<file path="src/rtl/updown_counter4.sv">
module updown_counter4 #(
  parameter bit DECADE = 1'b0
) (
  input  logic       clk,
  input  logic       load_n,
  input  logic [3:0] din,
  input  logic       par_en_n,
  input  logic       chain_en_n,
  input  logic       dir_up,
  output logic [3:0] q,
  output logic       term_n
);

  localparam logic [3:0] TOP = DECADE ? 4'd9 : 4'd15;

  logic [3:0] cnt, cnt_inc, cnt_dec;
  logic       run, at_top, at_bot;

  assign run     = load_n & ~par_en_n & ~chain_en_n;
  assign at_top  = DECADE ? (cnt[0] & cnt[3]) : (cnt == 4'd15);
  assign at_bot  = (cnt == 4'd0);
  assign cnt_inc = at_top ? 4'd0 : cnt + 4'd1;
  assign cnt_dec = (at_bot || cnt > TOP) ? TOP : cnt - 4'd1;

  always_ff @(posedge clk) begin
    if (!load_n)  cnt <= din;
    else if (run) cnt <= dir_up ? cnt_inc : cnt_dec;
  end

  assign q      = cnt;
  assign term_n = ~(~chain_en_n & (dir_up ? at_top : at_bot));

  logic armed = 1'b0;
  always_ff @(posedge clk) armed <= 1'b1;

  AST_LOAD_WINS: assert property (@(posedge clk) disable iff (!armed)
    !load_n |=> q == $past(din));
  AST_HOLD: assert property (@(posedge clk) disable iff (!armed)
    (load_n && (par_en_n || chain_en_n)) |=> $stable(q));
  AST_UP_STEP: assert property (@(posedge clk) disable iff (!armed)
    (load_n && !par_en_n && !chain_en_n && dir_up && q < TOP) |=> q == 4'($past(q) + 4'd1));
  AST_DOWN_STEP: assert property (@(posedge clk) disable iff (!armed)
    (load_n && !par_en_n && !chain_en_n && !dir_up && q != 4'd0 && q <= TOP) |=> q == 4'($past(q) - 4'd1));
  AST_TERM_GATED: assert property (@(posedge clk) disable iff (!armed)
    !term_n |-> !chain_en_n);
  AST_DEC_UP_EXIT: assert property (@(posedge clk) disable iff (!armed)
    (DECADE && load_n && !par_en_n && !chain_en_n && dir_up && q > TOP && q[0]) |=> q == 4'd0);
  AST_DEC_DN_EXIT: assert property (@(posedge clk) disable iff (!armed)
    (DECADE && load_n && !par_en_n && !chain_en_n && !dir_up && q > TOP) |=> q == TOP);

endmodule

</file>
<file path="config.mk">
export PLATFORM = sky130hd
export DESIGN_NAME = updown_counter4
export DESIGN_NICKNAME = d
export VERILOG_FILES = /design/src/rtl/updown_counter4.sv
export SDC_FILE = /design/constraint.sdc
export NUM_CORES = 1
export LEC_CHECK = 0
export CORE_AREA = 2 2 39 41
export DETAILED_ROUTE_END_ITERATION = 8
export DIE_AREA = 0 0 41 43
export DONT_BUFFER_PORTS = 1
export PLACE_DENSITY = 0.51
export SKIP_CTS_REPAIR_TIMING = 1
export SYNTH_ARGS = -nofsm -noshare
export SYNTH_HDL_FRONTEND = slang
export SYNTH_SLANG_ARGS = --single-unit
export TNS_END_PERCENT = 100
</file>
<file path="constraint.sdc">
create_clock -name clk -period 1.7 [get_ports clk]
set_input_delay 0.51 -clock clk [delete_from_list [all_inputs] [get_ports clk]]
set_output_delay 0.51 -clock clk [all_outputs]
set_load 0.05 [all_outputs]
</file>
* Word level (Yosys, flattened, before mapping)
Index checks and enable logic that the tools add are counted.
Widths: inputs -> output; s select.
** Operators by class
- Multiplexer cells :: 6
- Reduce and logical (&&, ||, !) cells :: 2
- Add/sub/neg operators :: 2
- Equal/unequal tests :: 2
- $lt $le $gt $ge :: 1
- Bitwise logic cells :: 6
** Operator list (count)
- $mux 4 :: 5
- $add 4x1->4 const B :: 1
- $eq 4x4->1 const B :: 1
- $gt 4x4->1 const B :: 1
- $logic_not 4->1 :: 1
- $sub 4x1->4 const B :: 1
- $and 1x1->1 :: 3
- $not 1->1 :: 3
- $ne 2x1->1 const B :: 1
- $logic_or 1x1->1 :: 1
- $mux 1 :: 1
** Word-level totals
- Word-level logic and storage cells :: 20
- Register bits :: 4

* Longest topological paths before layout
Gate-level depths: netlist of the first run.
- Depth after elaboration :: 6
- Gate-level depth with buffers :: 6
- Mapped depth without buffers :: 6

* Least setup slack after synthesis of the first run
OpenSTA, ideal clock, no wires.
- Path kind :: flip-flop to output port
- From :: reg cnt[0], in the netlist q[0]
- To :: out term_n
- Stages on the path, launching flop included :: 5
- Slack :: -0.455 ns
- Data arrival time :: 1.645 ns
- Path buffers :: 0
- Required time :: 1.190 ns
- Cell sequence :: edfxtp_1 > ha_1 > and3_2 > nand2_1 > a21o_1
** On the way
- Cells in the longest elaborated chain, start to end :: 4
** Ends and longest elaborated chain
- start: declaration :: RTL line 16 : logic [3:0] cnt, cnt_inc, cnt_dec;
- start signal: assignment :: RTL line 26 : if (!load_n) cnt <= din;
- start signal: assignment :: RTL line 27 : else if (run) cnt <= dir_up ? cnt_inc : cnt_dec;
- $eq 4x4->1 / $logic_not 4->1 (equally long branches) :: RTL line 20, 21
- $mux 1 * :: RTL line 31 : assign term_n = ~(~chain_en_n & (dir_up ? at_top : at_bot));
- $and 1x1->1 * :: RTL line 31
- $not 1->1 * :: RTL line 31
- end: declaration :: RTL line 11 : output logic term_n
Every way passes the cells marked *; elsewhere a longest branch is shown, timed or not.

* Worst setup path in the final report of the first run
Same ends and word-level chain as after synthesis.

==> flow_summary_export.csv, run 1 <==
group,metric,value,unit
timing,worst_slew_pin_slew,0.262,ns
global_route,grt_util_met3,8.90,%
clocking,cts.sinks,4,
clocking,clockBufferDepth,2,
die,fp.dieW,41,um
synth,ys_types,23,
drt,routed_wl,855,um
final_layout,num_antenna_cells,0,
global_route,grt_pass1_wl,1360,um
place,place_area,457,um2
synth,yosys.area_share.adder,6.76,%
synth,syn_inst,43,
global_route,grt_max_degree,9,
power_and_ir_drop,p_clk_share,23.7,%
final_layout,areaGrowthSynthToFinish,32.1,%
global_route,grt.met1_usage,15.0,%
synth,synth-compound-area-share,24.0,%
drt,dr.pass1.iters,4,
final_layout,final_area,489,um2
synth,syn_nets,54,
place,gp_congestion,0.765,
global_route,antenna_found_initial,0,
timing,rsz0062_at_grt,"true",
power_and_ir_drop,pwr-share-seq,29.0,%
clocking,clkLatencyLatePin,0.23,ns
die,ios,14,
power_and_ir_drop,power_leakage,0.207,nW
timing,finClkSkew,0.00236,ns
timing,period_share,110,%
die,die_area,1760,um2
global_route,grt_pass1_vias,313,
run_status,run_status,"finished, violations left",
setup_path,max_stage_delay,0.41,ns
timing,maxSlewHeadroom,82.5,%
setup_path,slowest_stage,"edfxtp_1",
final_layout,drive_above_1_share,41.5,%
power_and_ir_drop,total_power,496,uW
clocking,root_buffer,"clkbuf_4",
setup_path,path_cells,"ha_2, and3_2, nand2_1, a21o_4",
power_and_ir_drop,pwr_density_cell,1010,nW/um2
power_and_ir_drop,switchingPower,188,uW
synth,synthesis.area,370,um2
clocking,cts_tree,"built",
die,coreArea,1380,um2
global_route,grt_util_met2,15.3,%
run_status,violations,"setup timing",
synth,synthMuxAreaShare,7.09,%
power_and_ir_drop,vdd_drop_max,0.417,mV
setup_path,path_class,"flip-flop to primary output",
final_layout,reg_top3,"q x4",
timing,drv_slew,0,
clocking,cts_buffers,3,
run,max_cap_viol_count,0,
setup_path,critPathMaxFanout,3,
die,core.rowCount,14,
drt,first_iter_violations,2,
final_layout,stdcell_count,69,
place,port-buffer-count,0,
place,dp_slack,0.0542,ns
drt,drc,0,
drt,avgViaCountPerCell,5.10,
final_layout,post-route-util,35.4,%
drt,postRouteAntennaNets,0,
synth,ys_seq_area_share,32.4,%
timing,fin_tns_setup,-0.171,ns
synth,synthXorXnorAreaFrac,4.73,%
power_and_ir_drop,power.internal,309,uW
global_route,grt_overflow,0,
die,start_util,26.8,%
clocking,clkTransAtPathRegs,0.04,ns
timing,timing.fmax,534,MHz
power_and_ir_drop,combPwrFrac,47.3,%
timing,hold_violations,0,
timing,fin_crit,1.87,ns
clocking,htreeDepth,1,
worst_hold_path,hold_class,"input pin to flip-flop",
timing,setup-violations-final,1,
place,dp_cells,65,
final_layout,largest_register,"q",
synth,avgSynthCellArea,8.61,um2
power_and_ir_drop,swShare,37.8,%
setup_path,endpoint_kind,"primary output",
global_route,grt_use_total,11.9,%
synth,ys.warnings.count,0,
drt,wl_per_cell,12.4,um
global_route,grt_busiest_layer,"met2",
final_layout,largest_reg_flops,4,
setup_path,startpoint_type,"flip-flop",
synth,ys_ff_latch,4,
synth,synth_simple_gate_area_share,18.9,%
timing,fin_ws,-0.171,ns
die,chipHeight,43,um
setup_path,cp_data_required_time,1.19,ns
timing,hold_slack,0.493,ns
final_layout,nets,66,
synth,synth_top_family_by_area,"compound AO/OA/AOI/OAI gates",
place,place_hpwl,692,um
setup_path,cp.arrival,1.36,ns
drt,vias,352,
[layout by cell type, fill, tap and decap left out, drive strengths merged]
master | synthesis | layout
nand2 | 4 | 4
nor2b | 1 | 1
buf | 1 | 9
o21ai | 6 | 6
o311ai | 1 | 1
clkbuf | 1 | 3
o211a | 1 | 1
edfxtp | 4 | 4
a21o | 1 | 1
nand2b | 1 | 1
nor2 | 4 | 4
xnor2 | 2 | 2
and3 | 1 | 1
mux2 | 2 | 2
a211o | 1 | 1
nand3 | 2 | 2
a21oi | 4 | 4
ha | 2 | 2
inv | 3 | 3
nand3b | 1 | 1
[worst max-delay path, delay by kind of cell (launching register included)]
family	cells	cell delay, ns
flip-flops	1	0.41
AO/OA/AOI/OAI	1	0.21
adder cells (fa/ha/maj)	1	0.21
AND/OR/NAND/NOR	2	0.30
[power groups by stage]
stage                     Sequential (mW)  Clock [mW]  Combinational (mW)
after global routing                0.147       0.130               0.256
after floorplan                     0.207           0               0.114
after detailed placement            0.146           0               0.229
after global placement              0.146           0               0.228
final                               0.144       0.118               0.235
after CTS                           0.144       0.123               0.230
[cell families (layout without fill, tap and decap cells)]
family,count (synthesis),in the layout
AOI/OAI and AO/OA,14,14
and+or+nand+nor,14,14
buffers and inverters,5,15
DFF,4,4
adders and majority gates,2,2
xor gates and xnor gates,2,2
muxes,2,2
[layout make-up]
| type | instances | area [um2] |
|---|---|---|
| Inverter | 3 | 11.3 |
| Tap cell | 16 | 20.0 |
| Multi-Input combinational cell | 34 | 248 |
| Timing Repair Buffer | 9 | 67.6 |
| Clock buffer | 3 | 22.5 |
| Sequential cell | 4 | 120 |
| Fill cell | 153 | 895 |
[synthesized netlist by cell type]
| master | number | area, um2 |
|---|---|---|
| xnor2_1 | 2 | 17.5 |
| a211o_1 | 1 | 8.76 |
| o21ai_1 | 1 | 5.00 |
| inv_1 | 3 | 11.3 |
| o211a_1 | 1 | 10.0 |
| nand3b_1 | 1 | 7.51 |
| o311ai_1 | 1 | 8.76 |
| clkbuf_1 | 1 | 3.75 |
| nand2_1 | 4 | 15.0 |
| ha_1 | 2 | 25.0 |
| edfxtp_1 | 4 | 120 |
| a21o_1 | 1 | 7.51 |
| o21ai_0 | 5 | 25.0 |
| a21oi_1 | 3 | 15.0 |
| nand2b_1 | 1 | 6.26 |
| nor2b_2 | 1 | 8.76 |
| nand3_1 | 2 | 10.0 |
| and3_2 | 1 | 7.51 |
| nor2_1 | 4 | 15.0 |
| buf_4 | 1 | 7.51 |
| a21oi_2 | 1 | 8.76 |
| mux2_2 | 1 | 11.3 |
| mux2_4 | 1 | 15.0 |
[final timing paths]
kind | from | to | slack (ns) | cells past startpoint
worst max-delay path | q[0]$_DFFE_PP_ | term_n | -0.17 | 4
worst min-delay path | din[2] | q[2]$_DFFE_PP_ | 0.49 | 1
worst max register to register | q[1]$_DFFE_PP_ | q[2]$_DFFE_PP_ | 0.12 | 7
worst min register to register | q[3]$_DFFE_PP_ | q[3]$_DFFE_PP_ | 0.85 | 4
[layer usage]
metal | part of all wire (%) | vias up
li1 | - | 173
met1 | 43 | 167
met2 | 49 | 12
met3 | 8.4 | 0
met4 | 0 | 0
met5 | 0 | -
Power figures use the tool's default switching activity.
==> run 2, diff against run 1 <==
- SETUP_SLACK_MARGIN: default -> 0.05
==> run 2 against run 1 <==
Against the previous run:
- the run still ends with setup timing left
- combinational power about the same
- worst hold slack improved by 0.0012 ns
- register-to-register slack improved by 0.02 ns
- non-clock buffer count unchanged
- global-route usage decreased by 1.1 points
- critical path type unchanged
==> flow_summary_export.csv, run 2 (same netlist as run 1, synthesis figures left out) <==
group,metric,value,unit
run_status,run_status,"finished, violations left",
run_status,violations,"setup timing",
final_layout,final_common_cell,"buf_4",
drt,first_iter_violations,10,
power_and_ir_drop,pwr-share-seq,29.0,%
place,port-buffer-count,0,
global_route,grt_util_met3,6.28,%
timing,fin_crit,1.88,ns
global_route,grt.met1_usage,14.5,%
die,die_area,1760,um2
power_and_ir_drop,switchingPower,188,uW
setup_path,critPathMaxFanout,3,
drt,routed_wl,902,um
setup_path,path_cells,"inv_1, ha_2, nor2b_4, nand2_1, a21o_4",
global_route,antenna_found_initial,0,
setup_path,path_delay_family,"flip-flops",
power_and_ir_drop,power_leakage,0.208,nW
place,dp_slack,0.0525,ns
final_layout,final_area,487,um2
setup_path,path_class,"flip-flop to primary output",
drt,avgViaCountPerCell,5.19,
clocking,clockBufferDepth,2,
run,max_cap_viol_count,0,
timing,finClkSkew,0.00144,ns
final_layout,nets,66,
die,fp.dieW,41,um
global_route,grt_busiest_layer,"met2",
place,place_area,464,um2
timing,rsz0062_at_grt,"true",
clocking,root_buffer,"clkbuf_4",
final_layout,areaGrowthSynthToFinish,31.4,%
drt,drc,0,
power_and_ir_drop,power.internal,308,uW
clocking,cts_buffers,3,
worst_hold_path,hold_class,"input pin to flip-flop",
drt,vias,358,
global_route,grt_pass1_wl,1270,um
setup_path,endpoint_kind,"primary output",
place,gp_congestion,0.678,
worst_hold_path,min_path_cells,1,
setup_path,cp.arrival,1.37,ns
clocking,clkLatencyLatePin,0.23,ns
global_route,grt_use_total,10.8,%
timing,maxSlewHeadroom,81.6,%
clocking,cts.sinks,4,
final_layout,largest_reg_flops,4,
clocking,clkTransAtPathRegs,0.04,ns
clocking,htreeDepth,1,
power_and_ir_drop,p_clk_share,23.4,%
final_layout,num_antenna_cells,0,
clocking,cts_tree,"built",
global_route,grt_pass1_vias,303,
die,coreArea,1380,um2
final_layout,drive_above_1_share,37.7,%
die,chipHeight,43,um
timing,worst_slew_pin_slew,0.272,ns
timing,drv_slew,0,
global_route,grt_overflow,0,
power_and_ir_drop,vdd_drop_max,0.416,mV
timing,setup-violations-final,1,
setup_path,slowest_stage,"edfxtp_1",
final_layout,largest_register,"q",
power_and_ir_drop,swShare,37.9,%
setup_path,max_stage_delay,0.41,ns
final_layout,reg_top3,"q x4",
power_and_ir_drop,pwr_density_cell,1020,nW/um2
timing,fin_ws,-0.181,ns
global_route,grt_max_degree,9,
drt,postRouteAntennaNets,0,
setup_path,cp_data_required_time,1.19,ns
final_layout,post-route-util,35.2,%
timing,period_share,111,%
timing,timing.fmax,532,MHz
timing,hold_violations,0,
drt,wl_per_cell,13.1,um
place,place_hpwl,716,um
power_and_ir_drop,combPwrFrac,47.6,%
setup_path,crit_cells,5,
die,start_util,26.8,%
setup_path,cp.buffers_inverters,1,
die,ios,14,
setup_path,r2r_cells,7,
global_route,grt_util_met2,15.0,%
setup_path,startpoint_type,"flip-flop",
die,core.rowCount,14,
drt,dr.pass1.iters,3,
final_layout,final_cell_mix,"9 x buf_4, 5 x o21ai_0, 4 x nand2_1, 4 x nor2_1, 4 x edfxtp_1",
## run 2: layout make-up
class | count | area, um2
fill | 150 | 897
multi-input combinational | 34 | 245
sequential | 4 | 120
timing repair buffer | 9 | 67.6
clock buffer | 3 | 22.5
tap | 16 | 20.0
inverter | 3 | 11.3
## run 2: final timing paths
| check | start | to | slack (ns) |
|---|---|---|---|
| worst max-delay path | q[0]$_DFFE_PP_ | term_n | -0.18 |
| worst min-delay path | din[2] | q[2]$_DFFE_PP_ | 0.49 |
| worst max register to register | q[0]$_DFFE_PP_ | q[2]$_DFFE_PP_ | 0.14 |
| worst min register to register | q[2]$_DFFE_PP_ | q[2]$_DFFE_PP_ | 0.88 |
## run 2: layer usage
layer	wire, um	up-vias
met1	402	166
met2	422	16
met3	77	0
met4	0	0
met5	0	-
li1	-	176
## run 2: through the flow
stage / total power, mW / cells / setup TNS, ns / hold WS, ns
6_report: 0.496 / 69 / -0.181 / 0.494
4_1_cts: 0.501 / 69 / -0.199 / 0.486
5_1_grt: 0.524 / 69 / -0.243 / 0.493
2_1_floorplan: 0.320 / 43 / -0.443 / 0.728
3_3_place_gp: 0.379 / 66 / 0 / 0.729
3_5_place_dp: 0.381 / 66 / 0 / 0.732
## run 2: power groups by stage
stage	sequential (mW)	combinational, mW	clock (mW)
6_report	0.144	0.236	0.116
5_1_grt	0.147	0.253	0.124
4_1_cts	0.144	0.236	0.121
3_5_place_dp	0.145	0.236	0
3_3_place_gp	0.146	0.233	0
2_1_floorplan	0.207	0.114	0
## run 2: worst register-to-register path, delay by kind of cell, from the launching register on
family / cells / cell delay [ns]
AO/OA/AOI/OAI: 1 / 0.03
XOR/XNOR: 1 / 0.12
adder cells (fa/ha/maj): 1 / 0.17
buffers and inverters: 2 / 0.20
flip-flops: 1 / 0.41
multiplexers: 1 / 0.25
AND/OR/NAND/NOR: 1 / 0.14
==> run 3, diff against run 2 <==
- MAX_ROUTING_LAYER: default -> met4
- RECOVER_POWER: default -> 25
==> run 3 against run 2 <==
Against the previous run:
- the run still ends with setup timing left
- maximum frequency did not move
- critical endpoint unchanged
- critical path depth did not move
- clock-buffer cell count did not move
- first-iteration DRC count did not move
- clock skew did not move
- core utilization fell by 0.27 points
- clock power barely moved
- combinational power barely moved
- largest cell class unchanged
- highest routed layer unchanged
- setup slack did not move
==> flow_summary_export.csv, run 3 (same netlist as run 1, synthesis figures left out) <==
group,metric,value,unit
clocking,cts_buffers,3,
setup_path,path_class,"flip-flop to primary output",
setup_path,startpoint_type,"flip-flop",
global_route,grt_use_total,11.1,%
final_layout,reg_top3,"q x4",
timing,worst_slew_pin_slew,0.272,ns
setup_path,r2r_setup_slack,0.14,ns
die,coreArea,1380,um2
setup_path,reg2reg_from,"q[0]$_DFFE_PP_",
die,fp.dieW,41,um
setup_path,r2r_cells,7,
place,port-buffer-count,0,
power_and_ir_drop,pwr_density_cell,1020,nW/um2
global_route,grt_overflow,0,
timing,fin_ws,-0.181,ns
timing,setup-violations-final,1,
worst_hold_path,min_to,"q[2]$_DFFE_PP_",
drt,vias,358,
timing,hold_violations,0,
die,core.rowCount,14,
place,dp_cells,66,
timing,drv_slew,0,
timing,fin_tns_setup,-0.181,ns
place,gp_congestion,0.685,
drt,postRouteAntennaNets,0,
timing,period_share,111,%
global_route,grt_max_degree,9,
worst_hold_path,hold_class,"input pin to flip-flop",
worst_hold_path,min_path_cells,1,
setup_path,endpoint_kind,"primary output",
clocking,clockBufferDepth,2,
setup_path,cp.buffers_inverters,1,
clocking,htreeDepth,1,
power_and_ir_drop,vdd_drop_max,0.416,mV
drt,dr.pass1.iters,3,
setup_path,r2r_end,"q[2]$_DFFE_PP_",
power_and_ir_drop,pwr-share-seq,29.1,%
run_status,violations,"setup timing",
run_status,run_status,"finished, violations left",
timing,fin_crit,1.88,ns
final_layout,stdcell_count,69,
power_and_ir_drop,power.internal,306,uW
final_layout,nets,66,
drt,drc,0,
place,place_hpwl,716,um
clocking,cts.sinks,4,
die,chipHeight,43,um
global_route,grt_pass1_wl,1270,um
drt,wl_per_cell,13.1,um
clocking,cts_tree,"built",
final_layout,final_cell_mix,"8 x buf_4, 5 x o21ai_0, 4 x nand2_1, 4 x nor2_1, 4 x edfxtp_1",
final_layout,areaGrowthSynthToFinish,30.4,%
final_layout,num_antenna_cells,0,
global_route,grt_pass1_vias,303,
timing,finClkSkew,0.00144,ns
setup_path,path_cells,"inv_1, ha_2, nor2b_4, nand2_1, a21o_4",
power_and_ir_drop,combPwrFrac,47.4,%
drt,first_iter_violations,10,
timing,timing.fmax,532,MHz
final_layout,drive_above_1_share,35.8,%
power_and_ir_drop,swShare,38.0,%
clocking,clkLatencyLatePin,0.23,ns
power_and_ir_drop,p_clk_share,23.4,%
clocking,clkTransAtPathRegs,0.04,ns
drt,routed_wl,904,um
final_layout,final_common_cell,"buf_4",
setup_path,cp.arrival,1.37,ns
timing,rsz0062_at_grt,"true",
timing,maxSlewHeadroom,81.6,%
setup_path,max_stage_delay,0.41,ns
die,start_util,26.8,%
power_and_ir_drop,switchingPower,188,uW
setup_path,cp_data_required_time,1.19,ns
setup_path,critPathMaxFanout,3,
power_and_ir_drop,power_leakage,0.204,nW
drt,avgViaCountPerCell,5.19,
setup_path,path_delay_family,"flip-flops",
final_layout,largest_reg_flops,4,
clocking,root_buffer,"clkbuf_4",
worst_hold_path,min_from,"din[2]",
final_layout,largest_register,"q",
global_route,antenna_found_initial,0,
die,die_area,1760,um2
setup_path,slowest_stage,"edfxtp_1",
die,ios,14,
run,max_cap_viol_count,0,
run 3: cell count changes in the layout (fill, tap and decap cells not counted):
cell	change
clkbuf_1	+1
buf_4	-1
run 3: worst register-to-register path, cell delays in order (launching register included):
cell      delay, ns
edfxtp_1       0.41
inv_1          0.09
ha_2           0.17
nor2b_4        0.14
buf_4          0.11
a21oi_2        0.03
xnor2_1        0.12
mux2_4         0.25
run 3: power groups by stage:
stage | Combinational (mW) | Clock [mW] | Sequential, mW
finish | 0.235 | 0.116 | 0.144
global route | 0.252 | 0.124 | 0.147
CTS | 0.236 | 0.121 | 0.144
detailed placement | 0.236 | 0 | 0.145
global placement | 0.233 | 0 | 0.146
floorplan | 0.114 | 0 | 0.207
run 3: per-layer routing:
layer	part of all wire, %	vias up	track usage [%]
met5	0	-	-
met1	45	166	14.5
met3	8.5	0	6.28
li1	-	176	-
met2	47	16	15.0
met4	0	0	2.00
run 3: worst max-delay path by stage:
stage                              start     end  cells past startpoint
final                     q[0]$_DFFE_PP_  term_n                      5
after global routing      q[1]$_DFFE_PP_  term_n                      5
after CTS                 q[0]$_DFFE_PP_  term_n                      5
after detailed placement  q[0]$_DFFE_PP_  term_n                      5
after global placement    q[1]$_DFFE_PP_  term_n                      5
after floorplan           q[0]$_DFFE_PP_  term_n                      4
run 3: metrics by stage:
stage                     area [um2]  hold slack (ns)  util [%]  setup WS, ns  power [mW]
after floorplan                  388            0.728         -        -0.341       0.320
after global placement           464            0.729      33.5        0.0491       0.379
after detailed placement         464            0.732      33.5        0.0525       0.381
after CTS                        487            0.486      35.2        -0.199       0.501
after global routing             483            0.493      34.9        -0.243       0.523
final                            483            0.494      34.9        -0.181       0.494
run 3: area by class of cell:
cell class | count | area, um2
flip-flops and latches | 4 | 120
fillers | 150 | 901
clock buffers | 3 | 22.5
repair buffers | 9 | 63.8
well taps | 16 | 20.0
multi-input cells | 34 | 245
inverters | 3 | 11.3
